===== src/rtl/pcu_pkg.sv =====
package pcu_pkg;

    localparam int DEF_PC_W  = 13;
    localparam int DEF_LO_W  = 8;
    localparam int DEF_JMP_W = 11;
    localparam int DEF_VEC   = 4;

    // next-PC source, one per load path
    typedef enum logic [2:0] {
        SRC_HOLD  = 3'd0,
        SRC_INC   = 3'd1,
        SRC_CGOTO = 3'd2,
        SRC_LOWR  = 3'd3,
        SRC_JMP   = 3'd4,
        SRC_RET   = 3'd5,
        SRC_VEC   = 3'd6
    } pc_src_e;

endpackage


===== src/rtl/pcu_arbiter.sv =====
module pcu_arbiter
    import pcu_pkg::*;
(
    input  logic    irq_take,
    input  logic    ret_ld,
    input  logic    jmp_ld,
    input  logic    lo_wr,
    input  logic    cgoto_en,
    input  logic    inc_en,
    output pc_src_e sel
);

    always_comb begin
        if (irq_take)      sel = SRC_VEC;
        else if (ret_ld)   sel = SRC_RET;
        else if (jmp_ld)   sel = SRC_JMP;
        else if (lo_wr)    sel = SRC_LOWR;
        else if (cgoto_en) sel = SRC_CGOTO;
        else if (inc_en)   sel = SRC_INC;
        else               sel = SRC_HOLD;
    end

endmodule


===== src/rtl/pcu_next.sv =====
module pcu_next
    import pcu_pkg::*;
#(
    parameter int PC_W  = DEF_PC_W,
    parameter int LO_W  = DEF_LO_W,
    parameter int JMP_W = DEF_JMP_W,
    parameter int VEC   = DEF_VEC,
    localparam int HI_W   = PC_W - LO_W,
    localparam int PAGE_W = PC_W - JMP_W
) (
    input  pc_src_e          sel,
    input  logic [PC_W-1:0]  pc_q,
    input  logic [HI_W-1:0]  lat_q,
    input  logic [LO_W-1:0]  lo_wdata,
    input  logic [LO_W-1:0]  cgoto_off,
    input  logic [JMP_W-1:0] jmp_field,
    input  logic [PC_W-1:0]  stack_top,
    output logic [PC_W-1:0]  pc_d
);

    logic [LO_W-1:0]   lo_sum;
    logic [PAGE_W-1:0] page_bits;

    // low-byte add confined to the byte: carry dropped
    assign lo_sum    = pc_q[LO_W-1:0] + cgoto_off;
    assign page_bits = lat_q[HI_W-1 -: PAGE_W];

    always_comb begin
        unique case (sel)
            SRC_VEC:   pc_d = PC_W'(VEC);
            SRC_RET:   pc_d = stack_top;
            SRC_JMP:   pc_d = {page_bits, jmp_field};
            SRC_LOWR:  pc_d = {lat_q, lo_wdata};
            SRC_CGOTO: pc_d = {lat_q, lo_sum};
            SRC_INC:   pc_d = pc_q + PC_W'(1);
            default:   pc_d = pc_q;
        endcase
    end

endmodule


===== src/rtl/pc_unit.sv =====
module pc_unit
    import pcu_pkg::*;
#(
    parameter int PC_W  = DEF_PC_W,
    parameter int LO_W  = DEF_LO_W,
    parameter int JMP_W = DEF_JMP_W,
    parameter int VEC   = DEF_VEC,
    localparam int HI_W = PC_W - LO_W
) (
    input  logic             clk,
    input  logic             rst_n,
    input  logic             inc_en,
    input  logic             lo_wr,
    input  logic [LO_W-1:0]  lo_wdata,
    input  logic             cgoto_en,
    input  logic [LO_W-1:0]  cgoto_off,
    input  logic             jmp_ld,
    input  logic [JMP_W-1:0] jmp_field,
    input  logic             irq_take,
    input  logic             ret_ld,
    input  logic [PC_W-1:0]  stack_top,
    input  logic             lat_wr,
    input  logic [HI_W-1:0]  lat_wdata,
    output logic [PC_W-1:0]  pc_o,
    output logic [PC_W-1:0]  push_data,
    output logic [LO_W-1:0]  lo_rd,
    output logic [HI_W-1:0]  lat_rd
);

    typedef struct packed {
        logic [PC_W-1:0] pc;
        logic [HI_W-1:0] lat;
    } pcu_state_t;

    pcu_state_t      st_d, st_q;
    pc_src_e         src_sel;
    logic [PC_W-1:0] pc_nxt;

    pcu_arbiter u_arb (
        .irq_take (irq_take),
        .ret_ld   (ret_ld),
        .jmp_ld   (jmp_ld),
        .lo_wr    (lo_wr),
        .cgoto_en (cgoto_en),
        .inc_en   (inc_en),
        .sel      (src_sel)
    );

    pcu_next #(
        .PC_W  (PC_W),
        .LO_W  (LO_W),
        .JMP_W (JMP_W),
        .VEC   (VEC)
    ) u_next (
        .sel       (src_sel),
        .pc_q      (st_q.pc),
        .lat_q     (st_q.lat),
        .lo_wdata  (lo_wdata),
        .cgoto_off (cgoto_off),
        .jmp_field (jmp_field),
        .stack_top (stack_top),
        .pc_d      (pc_nxt)
    );

    always_comb begin
        st_d     = st_q;
        st_d.pc  = pc_nxt;
        if (lat_wr) begin
            st_d.lat = lat_wdata;
        end
    end

    always_ff @(posedge clk or negedge rst_n) begin
        if (!rst_n) begin
            st_q <= '0;
        end else begin
            st_q <= st_d;
        end
    end

    assign pc_o      = st_q.pc;
    assign push_data = st_q.pc;
    assign lo_rd     = st_q.pc[LO_W-1:0];
    assign lat_rd    = st_q.lat;

endmodule


===== config.mk =====
export PLATFORM = sky130hd
export DESIGN_NAME = pc_unit
export DESIGN_NICKNAME = d
export VERILOG_FILES = /design/src/rtl/pcu_pkg.sv /design/src/rtl/pcu_arbiter.sv /design/src/rtl/pcu_next.sv /design/src/rtl/pc_unit.sv
export SDC_FILE = /design/constraint.sdc
export NUM_CORES = 1
export LEC_CHECK = 0
export ABC_AREA = 0
export BUFFER_PORTS_ARGS = -buffer_cell sky130_fd_sc_hd__buf_2
export CAP_MARGIN = 25
export CORE_MARGIN = 1
export CORE_UTILIZATION = 44
export CTS_CLUSTER_DIAMETER = 100
export DETAILED_ROUTE_END_ITERATION = 16
export PLACE_DENSITY = 0.79
export SLEW_MARGIN = 20
export SYNTH_ARGS = -nofsm -noshare
export SYNTH_HDL_FRONTEND = slang
export SYNTH_SLANG_ARGS = --single-unit

===== constraint.sdc =====
create_clock -name clk -period 2.8 [get_ports clk]
set_clock_uncertainty 0.05 [all_clocks]
set_input_delay 0.56 -clock clk [delete_from_list [all_inputs] [get_ports clk]]
set_output_delay 0.56 -clock clk [all_outputs]
set_load 0.02 [all_outputs]

==> impl_metrics.py, run 1 <==
metrics = {
    "worst_setup_path": {
        "critical_path_required_ns": 2.93,
        "r2r_slack_ns": 0.52,
        "slowest_delay_ns": 0.49,
        "crit_chain": "ha_1 > fa_1 > a211oi_1 > nor2_1 > o31ai_1 > xor2_1 > o221ai_2",
        "cp_max_fo": 9,
        "end_kind": "flop",
        "crit_slowest_cell": "dfrtp_1",
        "cp.arrival_ns": 2.41,
        "critical_path_class": "reg2reg",
        "startpoint_type": "flop",
    },
    "clocking": {
        "clk_latency_ns": 0.29,
        "cts.sinks": 18,
        "cts_max_level": 1,
        "cts.path.max_buffers": 2,
        "cts-resized-gates": 0,
        "root_buffer": "clkbuf_4",
        "numCtsBuffers": 3,
        "post_cts_buffers": 0,
        "ctsHoldBuffers": 0,
        "cts_tree": "done",
        "clkTransAtPathRegs_ns": 0.10,
    },
    "die": {
        "die-area_um2": 3760,
        "die_y_um": 61.3,
        "core-area_um2": 3360,
        "initial_core_util_pct": 46.1,
        "pin_count": 93,
        "rows": 21,
        "die_w_um": 61.3,
    },
    "timing": {
        "layout_min_cycle_time_ns": 2.28,
        "max_freq_mhz": 439,
        "final_hold_viol_count": 0,
        "period_share_pct": 81.4,
        "drv_slew": 0,
        "finalSetupViolCount": 0,
        "fin_setup_tns_ns": 0,
        "worst_pin_slew_ns": 0.700,
        "setup_ws_ns": 0.520,
        "rsz0062_at_grt": "false",
        "max-slew-margin-rel_pct": 53.3,
    },
    "synthesis": {
        "synth_edf_count": 0,
        "yosysWarnings": 0,
        "async_flop_share_pct": 100,
        "synth_fp_nets": 229,
        "synth_cell_types": 42,
        "synthTopCellsByCount": "buf_4 (23), dfrtp_1 (18), nor2_1 (12)",
        "synth_area_leaders": "dfrtp_1 (29%), buf_4 (11%), ha_1 (6.5%)",
        "synth_top_area_share_pct": 29.1,
        "yosysMostFrequentCell": "buf_4",
        "syn_inst": 166,
        "yosys.area.top_type": "dfrtp_1",
        "synth_area_um2": 1550,
        "avgSynthCellArea_um2": 9.33,
        "yosys_register_bits": 18,
        "synthFlopType": "dfrtp_1",
        "yosysSeqAreaShare_pct": 29.1,
    },
    "final_layout": {
        "finish.instance_area_um2": 1900,
        "area_delta_synth_final_pct": 22.5,
        "num-fill-cells": 333,
        "finalNetCount": 300,
        "final_util_pct": 56.4,
        "multi_input_area_um2": 907,
        "final_cells": 281,
        "seq_area_um2": 450,
        "n_antenna_cell": 0,
        "layout-drive-gt1-share_pct": 44.7,
    },
    "worst_hold_path": {
        "hold_class": "in2async",
    },
    "job": {
        "drv_cap": 0,
    },
    "global_routing": {
        "antenna_found_initial": 0,
        "grt_max_degree": 19,
        "grt_pass1_wl_um": 5700,
        "grt_pass1_vias": 1297,
        "grt-ovfl-total": 0,
        "grt_usage_pct": 20.9,
    },
    "route": {
        "wire_per_inst_um": 13.4,
        "drt_pre_antenna_iters": 7,
        "vias_per_cell": 5.38,
        "drtAntennaViolNets": 0,
        "remaining_drc_errors": 0,
        "wirelength_um": 3760,
        "drt_iter0_drc": 70,
        "vias": 1513,
    },
    "placed_design": {
        "dp_slack_ns": 0.378,
        "placedCellCount": 278,
        "portBuffers": 92,
        "place_area_um2": 1880,
        "hpwl_um": 3010,
        "gp_congestion": 0.752,
    },
    "outcome": {
        "outcome": "finished clean",
    },
    "pwr": {
        "p_per_area_nw_per_um2": 389,
        "ir_drop_v": 0.000194,
        "cellLeakagePower_uw": 0.000935,
    },
}
-- layer usage --
layer | GRT usage, % | routed length, µm | part of all wire [%] | vias to the layer above
li1 | - | - | - | 754
met1 | 28.6 | 1740 | 46 | 686
met2 | 34.5 | 1730 | 46 | 71
met3 | 3.78 | 272 | 7.2 | 2
met4 | 4.76 | 15 | 0.40 | 0
met5 | 0 | 0 | 0 | -
-- stage by stage --
| step | hold slack, ns | power [µW] |
|---|---|---|
| final | 0.133 | 738 |
| after CTS | 0.140 | 744 |
| after detailed placement | 0.465 | 614 |
| after global placement | 0.465 | 612 |
| after floorplan | 0.214 | 533 |
| after global routing | 0.137 | 792 |
-- report_power, final --
part / total, µW / internal (µW) / switching, µW / leakage [µW]
Clock: 129 / 50.0 / 78.6 / 0.0000138
Sequential: 316 / 282 / 33.6 / 0.000225
Combinational: 294 / 128 / 166 / 0.000695
Total: 738 / 460 / 279 / 0.000935
-- layout by cell type, fill, tap and decap left out, types with 3 or more instances in the layout --
| cell | instances |
|---|---|
| mux2_2 | 5 |
| nand3_1 | 4 |
| buf_2 | 92 |
| o22ai_1 | 5 |
| nand4_1 | 5 |
| nor3_1 | 3 |
| xor2_1 | 8 |
| a21oi_1 | 8 |
| dfrtp_1 | 18 |
| a22oi_1 | 5 |
| clkbuf_4 | 3 |
| a211oi_1 | 4 |
| o21ai_1 | 3 |
| o211ai_1 | 3 |
| nand2_1 | 7 |
| a222oi_1 | 5 |
| nor2_1 | 12 |
| ha_1 | 8 |
| xnor2_1 | 9 |
-- path summary, 6_finish.rpt --
check                             to  cells past startpoint         from
hold / removal               pc_o[0]                      1        rst_n
setup reg to reg             pc_o[6]                      7      pc_o[0]
min in group clk             pc_o[4]                      3  lo_wdata[4]
max in group asynchronous  lat_rd[1]                      1        rst_n
setup / recovery             pc_o[6]                      7      pc_o[0]
hold reg to reg            lat_rd[0]                      1    lat_rd[0]
-- final cells by class --
class	count	share of cell area [%]
clock buffers	3	1.19
multi-input cells	122	47.8
flip-flops and latches	18	23.7
well taps	46	3.03
repair buffers	92	24.3
-- cells by family after synthesis --
kind of cell | count (synthesis) | share of synthesized area [%]
DFF | 18 | 29.1
adders and majority gates | 9 | 7.75
xor gates and xnor gates | 17 | 9.61
and+or+nand+nor | 43 | 14.8
AOI/OAI and AO/OA | 47 | 22.1
muxes | 6 | 4.28
buffers and inverters | 26 | 12.4
-- flip-flops by register name (all words and copies together), names as in the netlist --
name / flops
pc_o: 13
lat_rd: 5
-- critical path, delay by kind of cell (launching register included) --
family / cells / cell delay (ns)
fa+ha+maj: 2 / 0.69
simple gates: 1 / 0.09
compound gates: 3 / 0.62
xor+xnor: 1 / 0.22
flops: 1 / 0.49
Power figures use the tool's default switching activity.
==> run 2: changes to the inputs <==
- clock period: 2.8 -> 2.2 ns (I/O delays scaled with it)
==> run 2 against run 1 <==
The flow now finishes with violations (negative hold slack). Largest power group is now combinational cells. Routed wire length rose by 10%. Power rose by 38%. Count of clock-buffer cells in the layout rose by 1. Sequential power rose by 23%. Flip-flop and latch count did not move. Cell area rose by 4.5%. Clock power rose by 63%. Critical endpoint unchanged. Cell count rose by 3.2%. Highest routed layer unchanged. Core utilization rose by 2.5 points. Combinational power rose by 42%.
==> impl_metrics.py, run 2 (synthesis gave the netlist of run 1 again) <==
metrics = {
    "die": {
        "rows": 21,
        "die-area_um2": 3760,
        "initial_core_util_pct": 46.1,
        "die_w_um": 61.3,
        "pin_count": 93,
        "core-area_um2": 3360,
        "die_y_um": 61.3,
    },
    "final_layout": {
        "final_util_pct": 59.0,
        "seq_area_um2": 452,
        "finalNetCount": 308,
        "area_delta_synth_final_pct": 28.0,
        "final_common_cell": "buf_2",
        "multi_input_area_um2": 917,
        "num-fill-cells": 342,
        "largest_register_ffs": 13,
        "final_cell_mix": "buf_2 (92), dfrtp_1 (17), nor2_1 (12)",
        "n_antenna_cell": 0,
        "layout-drive-gt1-share_pct": 48.0,
        "final_cells": 290,
    },
    "global_routing": {
        "grt_usage_pct": 23.1,
        "grt_pass1_vias": 1430,
        "grt_max_degree": 19,
        "antenna_found_initial": 0,
        "grt-ovfl-total": 0,
        "grt_pass1_wl_um": 6370,
    },
    "route": {
        "wirelength_um": 4140,
        "vias_per_cell": 5.45,
        "drt_iter0_drc": 119,
        "drtAntennaViolNets": 0,
        "vias": 1580,
        "wire_per_inst_um": 14.3,
        "remaining_drc_errors": 0,
        "drt_pre_antenna_iters": 4,
    },
    "timing": {
        "worst_pin_slew_ns": 0.632,
        "fin_hold_ws_ns": -0.00567,
        "fin_setup_tns_ns": 0,
        "period_share_pct": 95.5,
        "max_freq_mhz": 476,
        "drv_slew": 0,
        "setup_ws_ns": 0.0986,
        "max-slew-margin-rel_pct": 57.8,
        "finalSetupViolCount": 0,
        "final_hold_viol_count": 8,
        "layout_min_cycle_time_ns": 2.10,
    },
    "pwr": {
        "cellLeakagePower_uw": 0.000981,
        "p_per_area_nw_per_um2": 512,
        "ir_drop_v": 0.000402,
        "power_uw": 1020,
    },
    "worst_setup_path": {
        "r2r_end": "pc_o[6]",
        "r2r_slack_ns": 0.1,
        "slowest_delay_ns": 0.41,
        "critical_path_required_ns": 2.34,
        "cpLargestDelayFamily": "adder cells",
        "startpoint_type": "flop",
        "critical_path_class": "reg2reg",
        "r2r_start": "pc_o[0]",
        "cp_max_fo": 2,
        "cp.arrival_ns": 2.24,
        "end_kind": "flop",
        "timing.critical_path.buf_inv": 0,
        "reg2regPathDepth": 7,
        "crit_slowest_cell": "dfrtp_2",
        "crit_chain": "ha_1 > fa_1 > a211oi_2 > nor2_1 > o31ai_2 > xor2_1 > o221ai_2",
    },
    "clocking": {
        "clkTransAtPathRegs_ns": 0.11,
        "cts.sinks": 18,
        "clk_latency_ns": 0.30,
        "cts.path.max_buffers": 2,
        "cts_max_level": 1,
        "cts_tree": "done",
        "numCtsBuffers": 3,
        "root_buffer": "clkbuf_4",
    },
    "placed_design": {
        "dp_slack_ns": -0.0909,
        "hpwl_um": 3290,
        "gp_congestion": 0.807,
        "portBuffers": 92,
        "placedCellCount": 286,
    },
    "outcome": {
        "outcome": "finished, violations left",
        "violations": "negative hold slack",
    },
    "job": {
        "drv_cap": 0,
    },
    "worst_hold_path": {
        "hold_class": "in2async",
    },
}
-- run 2: worst max-delay path by stage --
| stage | startpoint | to | slack (ns) | cells past startpoint |
|---|---|---|---|---|
| global route | pc_o[0] | pc_o[6] | -0.02 | 7 |
| detailed placement | cgoto_off[0] | pc_o[6] | -0.09 | 8 |
| finish | pc_o[0] | pc_o[6] | 0.1 | 7 |
| global placement | cgoto_off[0] | pc_o[6] | -0.02 | 8 |
| floorplan | pc_o[0] | pc_o[6] | 0.04 | 7 |
| CTS | pc_o[0] | pc_o[6] | 0.05 | 7 |
-- run 2: layout make-up --
type                            count  share of cell area, %
Multi-Input combinational cell    122                   46.2
Timing Repair Buffer              100                   26.2
Sequential cell                    18                   22.8
Tap cell                           46                   2.90
Clock buffer                        4                   1.83
-- run 2: what timing repair did --
action | CTS | global route
hold buffers | 0 | 0
gates resized for setup | 0 | 2
endpoints found under the setup margin | 0 | 1
setup buffers | 0 | 0
-- run 2: per-layer routing --
layer | GRT usage, % | vias up | part of all wire [%]
li1 | - | 764 | -
met1 | 29.6 | 733 | 43
met2 | 40.1 | 75 | 48
met3 | 4.20 | 8 | 7.9
met4 | 6.35 | 0 | 1.5
met5 | 0 | - | 0
-- run 2: through the flow --
step	area [µm²]	hold WS (ns)
3_5_place_dp	1940	0.339
2_1_floorplan	1550	0.0944
5_1_grt	1980	0.0128
4_1_cts	1970	0.00366
6_report	1980	-0.00567
3_3_place_gp	1940	0.341
-- run 2: report_power, final --
| group | switching, µW | total [µW] | leakage [µW] | internal [µW] |
|---|---|---|---|---|
| logic | 238 | 418 | 0.000736 | 180 |
| clock network | 109 | 210 | 0.0000210 | 101 |
| registers | 28.9 | 388 | 0.000224 | 359 |
| total | 376 | 1020 | 0.000981 | 641 |
==> run 3: changes to the inputs <==
- CORE_UTILIZATION: 44 -> 47
- PLACE_DENSITY: 0.79 -> 0.84
- clock period: 2.2 -> 2.6 ns (I/O delays scaled with it)
==> run 3 against run 2 <==
The flow now finishes without violations. Clock power down 13%. First-iteration DRC count rose by 5.9%. Core utilization grew 3.1 points. Via count fell by 0.44%. Non-clock buffer count decreased by 8. Global-route usage increased by 1.2 points. Sequential power shrank 12%. Largest power group is now sequential cells.
==> impl_metrics.py, run 3 (synthesis gave the netlist of run 1 again) <==
metrics = {
    "outcome": {
        "outcome": "finished clean",
    },
    "pwr": {
        "power.net_switching_uw": 314,
        "p_per_area_nw_per_um2": 440,
        "swShare_pct": 37.4,
        "seqPwrFrac_pct": 40.4,
        "cellLeakagePower_uw": 0.000942,
        "ir_drop_v": 0.000234,
        "p_clk_share_pct": 21.6,
        "internal_power_uw": 527,
        "combPwrFrac_pct": 38.0,
    },
    "clocking": {
        "clkTransAtPathRegs_ns": 0.12,
        "cts-resized-gates": 0,
        "cts_max_level": 1,
        "clk_latency_ns": 0.30,
        "ctsHoldBuffers": 0,
        "post_cts_buffers": 0,
        "cts_tree": "done",
        "root_buffer": "clkbuf_4",
        "cts.path.max_buffers": 2,
        "numCtsBuffers": 3,
        "cts.sinks": 18,
    },
    "timing": {
        "drv_slew": 0,
        "setup_ws_ns": 0.336,
        "fin_setup_tns_ns": 0,
        "worst_pin_slew_ns": 0.521,
        "finalSetupViolCount": 0,
        "max-slew-margin-rel_pct": 65.2,
        "rsz0062_at_grt": "false",
        "max_freq_mhz": 442,
        "fin_hold_ws_ns": 0.0951,
        "final_hold_viol_count": 0,
        "layout_min_cycle_time_ns": 2.26,
        "period_share_pct": 87.1,
    },
    "route": {
        "remaining_drc_errors": 0,
        "drt_iter0_drc": 126,
        "drt_pre_antenna_iters": 6,
        "vias": 1573,
        "wirelength_um": 3990,
        "vias_per_cell": 5.62,
        "drtAntennaViolNets": 0,
        "wire_per_inst_um": 14.3,
    },
    "final_layout": {
        "n_antenna_cell": 0,
        "layout-drive-gt1-share_pct": 44.9,
        "finalNetCount": 300,
        "area_delta_synth_final_pct": 23.3,
        "finish.instance_area_um2": 1910,
        "final_cell_mix": "buf_2 (92), dfrtp_1 (18), nor2_1 (12)",
        "final_common_cell": "buf_2",
        "largest_register_ffs": 13,
        "final_cells": 280,
    },
    "placed_design": {
        "portBuffers": 92,
        "hpwl_um": 3150,
        "placedCellCount": 276,
        "place_area_um2": 1870,
        "dp_slack_ns": 0.210,
        "gp_congestion": 0.830,
    },
    "die": {
        "die-area_um2": 3530,
        "initial_core_util_pct": 50.3,
        "die_y_um": 59.4,
        "rows": 20,
        "pin_count": 93,
        "die_w_um": 59.4,
        "core-area_um2": 3080,
    },
    "global_routing": {
        "antenna_found_initial": 0,
        "grt_pass1_wl_um": 6380,
        "grt_usage_pct": 24.3,
        "grt_pass1_vias": 1456,
        "grt-ovfl-total": 0,
        "grt_max_degree": 19,
    },
    "worst_setup_path": {
        "critical_path_required_ns": 2.74,
        "r2r_slack_ns": 0.34,
        "cp_max_fo": 9,
        "end_kind": "flop",
        "crit_chain": "ha_1 > fa_1 > a211oi_1 > nor2_1 > o31ai_1 > xor2_1 > o221ai_2",
        "cp.arrival_ns": 2.40,
        "crit_slowest_cell": "dfrtp_1",
        "startpoint_type": "flop",
        "critical_path_class": "reg2reg",
        "slowest_delay_ns": 0.49,
    },
    "job": {
        "drv_cap": 0,
    },
    "worst_hold_path": {
        "hold_class": "in2async",
    },
}
==> run 3: changes by cell type in the layout (fill, tap and decap cells not counted) <==
cell / delta
a211oi_1: +1
a211oi_2: -1
dfrtp_2: -1
o31ai_2: -1
dfrtp_1: +1
buf_4: -8
o31ai_1: +1
==> run 3: layer usage <==
layer / global-route usage, % / part of all wire, %
met3: 3.06 / 6.8
met4: 5.10 / 0.33
met2: 42.2 / 47
met5: 0 / 0
met1: 32.1 / 46
==> run 3: final timing paths <==
| path | from | endpoint | cells past startpoint |
|---|---|---|---|
| min | rst_n | pc_o[10] | 1 |
| min reg2reg | lat_rd[3] | lat_rd[3] | 1 |
| max | pc_o[0] | pc_o[6] | 7 |
| max in group asynchronous | rst_n | lat_rd[3] | 1 |
| max reg2reg | pc_o[0] | pc_o[6] | 7 |
| min in group clk | lo_wdata[5] | pc_o[5] | 3 |
==> run 3: worst max-delay path: cells and delay by family, from the launching register on <==
| family | cells | cell delay [ns] |
|---|---|---|
| flops | 1 | 0.49 |
| fa+ha+maj | 2 | 0.68 |
| compound gates | 3 | 0.62 |
| xor+xnor | 1 | 0.22 |
| simple gates | 1 | 0.10 |
==> run 3: through the flow <==
step,total power (µW),utilization [%]
finish,841,62.0
floorplan,574,-
global route,896,62.0
CTS,846,62.0
detailed placement,664,60.9
global placement,659,60.9
==> run 3: layout make-up <==
| cell class | instances | area (µm²) |
|---|---|---|
| clock buffer | 4 | 36.3 |
| fill | 294 | 1170 |
| multi-input combinational | 122 | 907 |
| sequential | 18 | 450 |
| tap | 44 | 55.1 |
| timing repair buffer | 92 | 460 |
==> run 3: power groups by stage <==
stage | clock [µW] | combinational [µW] | sequential (µW)
floorplan | 0 | 204 | 371
global placement | 0 | 315 | 344
detailed placement | 0 | 319 | 345
CTS | 186 | 321 | 340
global route | 200 | 351 | 345
finish | 182 | 319 | 340
